`src/rtl/rs_pkg.sv`:
```
package rs_pkg;
  typedef enum logic [1:0] {
    ST_BOOT   = 2'd0,
    ST_RUN    = 2'd1,
    ST_AR_CHG = 2'd2,
    ST_AR_DIS = 2'd3
  } rs_state_e;

  // current source is on only in the two charging phases
  function automatic logic src_on(rs_state_e s);
    return (s == ST_BOOT) || (s == ST_AR_CHG);
  endfunction
endpackage

```
`src/rtl/rs_sync.sv`:
```
module rs_sync #(
  parameter int W      = 5,
  parameter int STAGES = 2
) (
  input  logic         clk,
  input  logic         rst_n,
  input  logic [W-1:0] d,
  output logic [W-1:0] q
);
  logic [W-1:0] stage_q [STAGES];

  for (genvar i = 0; i < STAGES; i++) begin : g_stage
    if (i == 0) begin : g_first
      always_ff @(posedge clk or negedge rst_n) begin
        if (!rst_n) stage_q[0] <= '0;
        else        stage_q[0] <= d;
      end
    end else begin : g_next
      always_ff @(posedge clk or negedge rst_n) begin
        if (!rst_n) stage_q[i] <= '0;
        else        stage_q[i] <= stage_q[i-1];
      end
    end
  end

  assign q = stage_q[STAGES-1];
endmodule

```
`src/rtl/rs_cycle_ctr.sv`:
```
module rs_cycle_ctr #(
  parameter int TERM = 8
) (
  input  logic clk,
  input  logic rst_n,
  input  logic clr,
  input  logic inc,
  output logic done
);
  localparam int CW = (TERM > 1) ? $clog2(TERM) : 1;
  localparam logic [CW-1:0] LAST = CW'(TERM - 1);

  logic [CW-1:0] cnt_q;

  function automatic logic [CW-1:0] wrap_inc(logic [CW-1:0] c);
    return (c == LAST) ? '0 : c + 1'b1;
  endfunction

  assign done = inc && (cnt_q == LAST);

  always_ff @(posedge clk or negedge rst_n) begin
    if (!rst_n)   cnt_q <= '0;
    else if (clr) cnt_q <= '0;
    else if (inc) cnt_q <= wrap_inc(cnt_q);
  end

  AST_CNT_RANGE: assert property (@(posedge clk) disable iff (!rst_n)
    cnt_q <= LAST) else $error("count beyond terminal");
  AST_CLR_ZERO: assert property (@(posedge clk) disable iff (!rst_n)
    clr |=> (cnt_q == '0)) else $error("clear ignored");
endmodule

```
`src/rtl/rs_fault_latch.sv`:
```
module rs_fault_latch (
  input  logic clk,
  input  logic rst_n,
  input  logic set,
  input  logic clr,
  output logic q
);
  always_ff @(posedge clk or negedge rst_n) begin
    if (!rst_n)   q <= 1'b0;
    else if (clr) q <= 1'b0;
    else if (set) q <= 1'b1;
  end

  AST_LATCH_HOLD: assert property (@(posedge clk) disable iff (!rst_n)
    (q && !clr) |=> q) else $error("latch dropped");
  AST_CLR_WINS: assert property (@(posedge clk) disable iff (!rst_n)
    clr |=> !q) else $error("clear lost to set");
endmodule

```
`src/rtl/restart_supervisor.sv`:
```
module restart_supervisor #(
  parameter int RESTART_CYCLES = 8,
  parameter int SYNC_STAGES    = 2
) (
  input  logic clk,
  input  logic rst_n,
  input  logic vc_upper,
  input  logic vc_lower,
  input  logic por_req,
  input  logic over_temp,
  input  logic ctl_overcurrent,
  output logic hv_src_en,
  output logic sw_en,
  output logic latched_off
);
  import rs_pkg::*;

  localparam int NFLAG = 5;

  logic [NFLAG-1:0] flag_raw, flag_s;
  logic upper_s, lower_s, por_s, ot_s, oc_s;
  logic upper_prev_q, upper_rise;
  logic fault_set, cnt_inc, cnt_clr, cnt_done;
  rs_state_e state_q, state_d;

  assign flag_raw = {ctl_overcurrent, over_temp, por_req, vc_lower, vc_upper};

  rs_sync #(.W(NFLAG), .STAGES(SYNC_STAGES)) u_sync (
    .clk(clk), .rst_n(rst_n), .d(flag_raw), .q(flag_s)
  );

  assign upper_s = flag_s[0];
  assign lower_s = flag_s[1];
  assign por_s   = flag_s[2];
  assign ot_s    = flag_s[3];
  assign oc_s    = flag_s[4];

  always_ff @(posedge clk or negedge rst_n) begin
    if (!rst_n) upper_prev_q <= 1'b0;
    else        upper_prev_q <= upper_s;
  end

  // named internal events
  assign upper_rise = upper_s && !upper_prev_q;
  assign fault_set  = ot_s || oc_s;
  assign cnt_inc    = upper_rise && (state_q == ST_AR_CHG) && !latched_off && !por_s;
  assign cnt_clr    = por_s || ((state_q == ST_RUN) && lower_s);

  rs_fault_latch u_latch (
    .clk(clk), .rst_n(rst_n), .set(fault_set), .clr(por_s), .q(latched_off)
  );

  rs_cycle_ctr #(.TERM(RESTART_CYCLES)) u_ctr (
    .clk(clk), .rst_n(rst_n), .clr(cnt_clr), .inc(cnt_inc), .done(cnt_done)
  );

  always_comb begin
    state_d = state_q;
    if (por_s) begin
      state_d = ST_BOOT;
    end else begin
      unique case (state_q)
        ST_BOOT:   if (upper_rise) state_d = latched_off ? ST_AR_DIS : ST_RUN;
        ST_RUN:    if (lower_s) state_d = ST_AR_CHG;
                   else if (latched_off) state_d = ST_AR_DIS;
        ST_AR_CHG: if (upper_rise) state_d = cnt_done ? ST_RUN : ST_AR_DIS;
        ST_AR_DIS: if (lower_s) state_d = ST_AR_CHG;
        default:   state_d = ST_BOOT;
      endcase
    end
  end

  always_ff @(posedge clk or negedge rst_n) begin
    if (!rst_n) state_q <= ST_BOOT;
    else        state_q <= state_d;
  end

  assign hv_src_en = src_on(state_q);
  assign sw_en     = (state_q == ST_RUN) && !latched_off;

  AST_EXCLUSIVE: assert property (@(posedge clk) disable iff (!rst_n)
    !(sw_en && hv_src_en)) else $error("source and switch both on");
  AST_LATCH_BLOCKS: assert property (@(posedge clk) disable iff (!rst_n)
    latched_off |-> !sw_en) else $error("switch on while latched");
  AST_FIRST_START: assert property (@(posedge clk) disable iff (!rst_n)
    (state_q == ST_BOOT && upper_rise && !por_s && !latched_off && !fault_set)
      |=> (sw_en && !hv_src_en)) else $error("start-up missed");
  AST_EARLY_EDGE: assert property (@(posedge clk) disable iff (!rst_n)
    (state_q == ST_AR_CHG && upper_rise && !cnt_done && !por_s) |=> !sw_en)
    else $error("restart before terminal count");
  AST_POR_BOOT: assert property (@(posedge clk) disable iff (!rst_n)
    por_s |=> (state_q == ST_BOOT && !latched_off)) else $error("reset ignored");
  AST_SAG_STOPS: assert property (@(posedge clk) disable iff (!rst_n)
    (sw_en && lower_s && !por_s) |=> (!sw_en && hv_src_en)) else $error("sag ignored");
endmodule

```
`config.mk`:
```
export PLATFORM = sky130hd
export DESIGN_NAME = restart_supervisor
export DESIGN_NICKNAME = d
export VERILOG_FILES = /design/src/rtl/rs_pkg.sv /design/src/rtl/rs_sync.sv /design/src/rtl/rs_cycle_ctr.sv /design/src/rtl/rs_fault_latch.sv /design/src/rtl/restart_supervisor.sv
export SDC_FILE = /design/constraint.sdc
export NUM_CORES = 1
export LEC_CHECK = 0
export CAP_MARGIN = 30
export CORE_ASPECT_RATIO = 0.7
export CORE_UTILIZATION = 30
export CTS_BUF_LIST = sky130_fd_sc_hd__clkbuf_8
export DETAILED_ROUTE_END_ITERATION = 6
export GPL_TIMING_DRIVEN = 0
export SYNTH_ARGS = -nofsm -noshare
export SYNTH_HDL_FRONTEND = slang
export SYNTH_HIERARCHICAL = 1
export SYNTH_SLANG_ARGS = --single-unit
```
`constraint.sdc`:
```
create_clock -name clk -period 1.9 [get_ports clk]
set_clock_uncertainty 0.15 [all_clocks]
set_input_delay 0.57 -clock clk [delete_from_list [all_inputs] [get_ports clk]]
set_output_delay 0.57 -clock clk [all_outputs]
set_load 0.02 [all_outputs]
```
==> impl_metrics.ini, run 1 <==
[run_status]
status = finished, final reports clean

[layout]
nNetsFinal = 75
area_growth_pct = 30.3
drive_gt1_frac = 0.292
antenna_cells = 0
fin_util = 0.442

[critical_path]
path_max_fanout = 5
end_kind = output pin
cp.required_ns = 1.18
start_kind = register
reg2reg_depth = 4
critPathArrivalTime_ns = 1.08
criticalPathCategory = reg2out
crit_start = state_q[1]
crit-reg2reg-launch = state_q[0]

[floorplan]
fp.dieH_um = 41.5
chipWidth_um = 58.4
rows = 13
core-area_mm2 = 0.00197
dieArea_mm2 = 0.00242
ioPinCount = 10
start_util = 0.339

[routing]
dr.pass1.iters = 3
drtAntennaViolNets = 0
vias_per_cell = 4.06
vias = 386
wl_per_cell_um = 9.78
drt-total-wl_um = 929
drc = 0
first_iter_violations = 6

[timing]
period_share = 0.949
hold_viol = 0
setup_viol = 0
fin_tns_setup_ns = 0
fin_crit_ns = 1.80
tightest_slew_ns = 0.731
setup_slack_ns = 0.0976
max_freq_ghz = 0.555
finalMaxSlewViolations = 0
rsz0062_at_grt = no
maxSlewHeadroom = 0.511

[logic_synthesis]
yosysUniqueCellTypes = 23
netlist_instances = 50
syn_area_per_cell_um2 = 13.4
ys.flop_type = dfrtp_1
yosys-top-cells-area = dfrtp_1, buf_4, ha_1
yosys-top-cells-count = dfrtp_1, buf_4, inv_1
synth.net_count = 59
syn-cell-area_um2 = 668
synth_area_leader_cell = dfrtp_1
synth_top_area_frac = 0.637
ys_warn_count = 6
synth-edff-count = 0
ys_seq_area_frac = 0.637
yosys_register_bits = 17
async_flop_share = 1.00
yosysMostFrequentCell = dfrtp_1

[clocking]
insertion_delay_ns = 0.25
hold_buffers = 0
cts.clk_slew.worst_paths_ns = 0.07
clock-root-buffer = clkbuf_8
clock_path_buffers = 2
htree_levels = 1
cts_buffers = 3
clkSinkCount = 17
tritoncts = done

[job]
drv_cap = 0

[pwr]
finalPower_mw = 0.724
ir_drop_v = 0.000409
leakagePower_nw = 0.378
powerDensity_mw_per_mm2 = 831

[min_path]
min-delay-start = u_sync/stage_q[8]
hold_path_depth = 0
hp-class = reg2reg

[global_route]
antenna_found_initial = 0
grt_max_degree = 18
grt_pass1_wl_um = 1750
gr-usage-all-layers = 0.0997
grt_pass1_vias = 414
grt_overflow = 0

[place]
dp_hpwl_um = 647
io_buffers = 9
gp_congestion = 0.625
pre_cts_ws_ns = -0.142
[kinds of logic (layout without fill, tap and decap cells)]
group                      after synthesis  after routing  share of synthesized area
muxes                                    2              2                     0.0300
adders and majority gates                2              2                     0.0374
DFF                                     17             17                      0.637
buffers and inverters                    8             23                     0.0730
AOI/OAI and AO/OA                        7              7                     0.0880
and+or+nand+nor                         14             14                      0.135
[metal layers]
metal,vias to the layer above,track usage,routed length (um)
met5,-,0,0
met4,0,0.0286,0
met3,0,0.0561,44
met2,7,0.143,423
met1,186,0.128,461
li1,193,-,-
[report_power, final]
group | switching (mW) | leakage, nW | internal [mW] | total (mW)
clock | 0.121 | 0.0217 | 0.147 | 0.269
combinational | 0.0314 | 0.147 | 0.0352 | 0.0666
sequential | 0.00970 | 0.209 | 0.379 | 0.388
[stage by stage]
stage	hold slack, ns	instances	area (um2)
5_1_grt	0.209	95	871
4_1_cts	0.202	95	867
6_report	0.200	95	871
2_1_floorplan	0.124	50	674
3_3_place_gp	0.182	89	802
3_5_place_dp	0.186	89	802
[cell type report]
cell class / instances / area (um2)
plain buffers: 5 / 37.5
well taps: 30 / 37.5
inverters: 3 / 11.3
repair buffers: 11 / 97.6
fillers: 177 / 1100
clock inverters: 1 / 7.51
flip-flops and latches: 17 / 425
multi-input cells: 25 / 213
clock buffers: 3 / 41.3
[critical path, stage by stage (launching register included)]
cell and delay [ns]:
dfrtp_1 0.43, nor3_1 0.21, buf_2 0.19
[final timing paths]
path | endpoint | slack (ns)
setup / recovery | sw_en | 0.1
hold / removal | u_sync/q[3] | 0.20
setup reg to reg | u_ctr/cnt_q[0] | 0.14
hold reg to reg | u_sync/q[3] | 0.20
max in group asynchronous | u_ctr/cnt_q[0] | 0.54
min in group asynchronous | u_sync/stage_q[8] | 0.60
[registers in the layout (all words and copies together) (netlist names)]
| register | count |
|---|---|
| state_q | 2 |
| u_ctr/cnt_q | 3 |
| u_latch/q | 1 |
| u_sync/q | 5 |
| u_sync/stage_q | 5 |
| upper_prev_q | 1 |
[placed cells by master, fill, tap and decap left out, drive strengths merged, types with 2 or more instances in the layout]
cell type and instances:
a21oi 3, buf 8, clkbuf 3, clkdlybuf4s50 6, dfrtp 17, dlygate4sd2 2
ha 2, inv 3, mux2i 2, nor2 2, nor2b 2, or3b 2
[timing repair]
action | in CTS | in global routing
endpoints found under the hold margin | 0 | 0
gates resized for setup | 8 | 1
buffers inserted | 2 | 0
gates cloned | 0 | 0
pin swaps | 1 | 1
setup endpoints to repair | 5 | 4
Note: power is estimated with default switching activity, not from simulation.
==> run 2, diff against run 1 <==
--- a/config.mk
+++ b/config.mk
@@ -6,11 +6,12 @@
 export NUM_CORES = 1
 export LEC_CHECK = 0
 export CAP_MARGIN = 30
-export CORE_ASPECT_RATIO = 0.7
-export CORE_UTILIZATION = 30
+export CORE_UTILIZATION = 48
 export CTS_BUF_LIST = sky130_fd_sc_hd__clkbuf_8
 export DETAILED_ROUTE_END_ITERATION = 6
 export GPL_TIMING_DRIVEN = 0
+export PLACE_DENSITY = 0.75
+export SLEW_MARGIN = 20
 export SYNTH_ARGS = -nofsm -noshare
 export SYNTH_HDL_FRONTEND = slang
 export SYNTH_HIERARCHICAL = 1
==> impl_metrics.ini, run 2 (same netlist as run 1, synthesis figures left out) <==
[routing]
wl_per_cell_um = 12.5
vias_per_cell = 4.80
first_iter_violations = 5
vias = 389
drtAntennaViolNets = 0
dr.pass1.iters = 2
drc = 0
drt-total-wl_um = 1010

[timing]
tightest_slew_ns = 0.735
maxSlewHeadroom = 0.509
setup_slack_ns = 0.0622
fin_hold_ws_ns = 0.197
max_freq_ghz = 0.544
setup_viol = 0
period_share = 0.967
hold_viol = 0
finalMaxSlewViolations = 0
fin_crit_ns = 1.84
rsz0062_at_grt = no

[critical_path]
r2r-end = u_ctr/cnt_q[2]
criticalPathCategory = reg2reg
r2r_setup_slack_ns = 0.06
reg2reg_depth = 6
path_max_fanout = 6
crit-reg2reg-launch = state_q[0]
critPathArrivalTime_ns = 1.82
cp.required_ns = 1.89
start_kind = register
end_kind = register

[clocking]
insertion_delay_ns = 0.24
cts_buffers = 3
clkSinkCount = 17
clock_path_buffers = 2
tritoncts = done
cts.clk_slew.worst_paths_ns = 0.06
htree_levels = 1
hold_buffers = 0
clock-root-buffer = clkbuf_8

[min_path]
min-delay-start = u_sync/stage_q[5]
hp-class = reg2reg
hold_path_end = u_sync/q[0]
hold_path_depth = 0

[place]
gp_congestion = 0.586
pre_cts_ws_ns = -0.141
placedCellCount = 74
io_buffers = 9
dp_hpwl_um = 663

[layout]
final_cell_mix = dfrtp_1, buf_4, clkdlybuf4s50_1
multi_input_area_um2 = 213
antenna_cells = 0
drive_gt1_frac = 0.318
nNetsFinal = 76
final_cells = 81
area_growth_pct = 28.5
final_common_cell = dfrtp_1
seqCellArea_um2 = 427
reg_top3 = u_sync/q x5, u_sync/stage_q x5, u_ctr/cnt_q x3
fillers = 105

[job]
drv_cap = 0

[floorplan]
start_util = 0.513
chipWidth_um = 39.3
core-area_mm2 = 0.00130
dieArea_mm2 = 0.00155
ioPinCount = 10
fp.dieH_um = 39.3
rows = 13

[pwr]
leakagePower_nw = 0.386
powerDensity_mw_per_mm2 = 833
ir_drop_v = 0.000536

[global_route]
grt_pass1_wl_um = 1640
grt_max_degree = 18
antenna_found_initial = 0
grt_overflow = 0
grt_pass1_vias = 382
gr-usage-all-layers = 0.174

[run_status]
status = finished, final reports clean
run 2: cell types whose count changed in the layout (fill, tap and decap cells not counted), sizes merged:
cell      previous run  this run
buf                  8         9
clkinv               0         1
clkinvlp             1         0
run 2: timing repair:
| action | in CTS | in global routing |
|---|---|---|
| setup buffers | 2 | 1 |
| gates resized for setup | 8 | 2 |
| gates cloned | 0 | 0 |
| setup endpoints to repair | 5 | 2 |
run 2: per-layer routing:
metal	global-route usage	wire, um	vias up
li1	-	-	197
met1	0.209	456	182
met2	0.275	503	8
met3	0.0511	35	2
met4	0.103	12	0
met5	0	0	-
run 2: worst max-delay path, cell delays in order, from the launching register on:
cell and delay, ns:
dfrtp_2 0.44, or3b_4 0.45, nor4_4 0.20, buf_4 0.16
buf_4 0.09, mux2i_1 0.18, nor2_1 0.06
run 2: metrics by stage:
step	TNS [ns]	area [um2]	util	power, mW
after global routing	0	858	0.660	0.747
after detailed placement	-0.333	783	0.602	0.460
after floorplan	0	674	-	0.428
final	0	858	0.660	0.715
after CTS	0	846	0.650	0.719
after global placement	-0.247	783	0.602	0.457
run 2: worst max path at each step:
stage               start  slack [ns]        endpoint  cells past startpoint
2_1_floorplan  state_q[0]        0.03      state_q[1]                      6
3_3_place_gp   state_q[0]       -0.11      state_q[1]                      6
3_5_place_dp   state_q[0]       -0.14      state_q[1]                      6
4_1_cts        state_q[0]        0.07      state_q[1]                      6
5_1_grt        state_q[0]        0.01  u_ctr/cnt_q[0]                      4
6_report       state_q[0]        0.06  u_ctr/cnt_q[2]                      6
run 2: area by class of cell:
| class | instances | area share |
|---|---|---|
| flip-flops and latches | 17 | 0.497 |
| multi-input cells | 25 | 0.248 |
| repair buffers | 12 | 0.122 |
| clock buffers | 3 | 0.0481 |
| plain buffers | 5 | 0.0437 |
| well taps | 15 | 0.0219 |
| inverters | 3 | 0.0131 |
| clock inverters | 1 | 0.00583 |
run 2: power breakdown:
group,internal [mW],total [mW],switching [mW]
Sequential,0.379,0.390,0.0109
Clock,0.145,0.260,0.115
Combinational,0.0345,0.0659,0.0314
Total,0.558,0.715,0.157
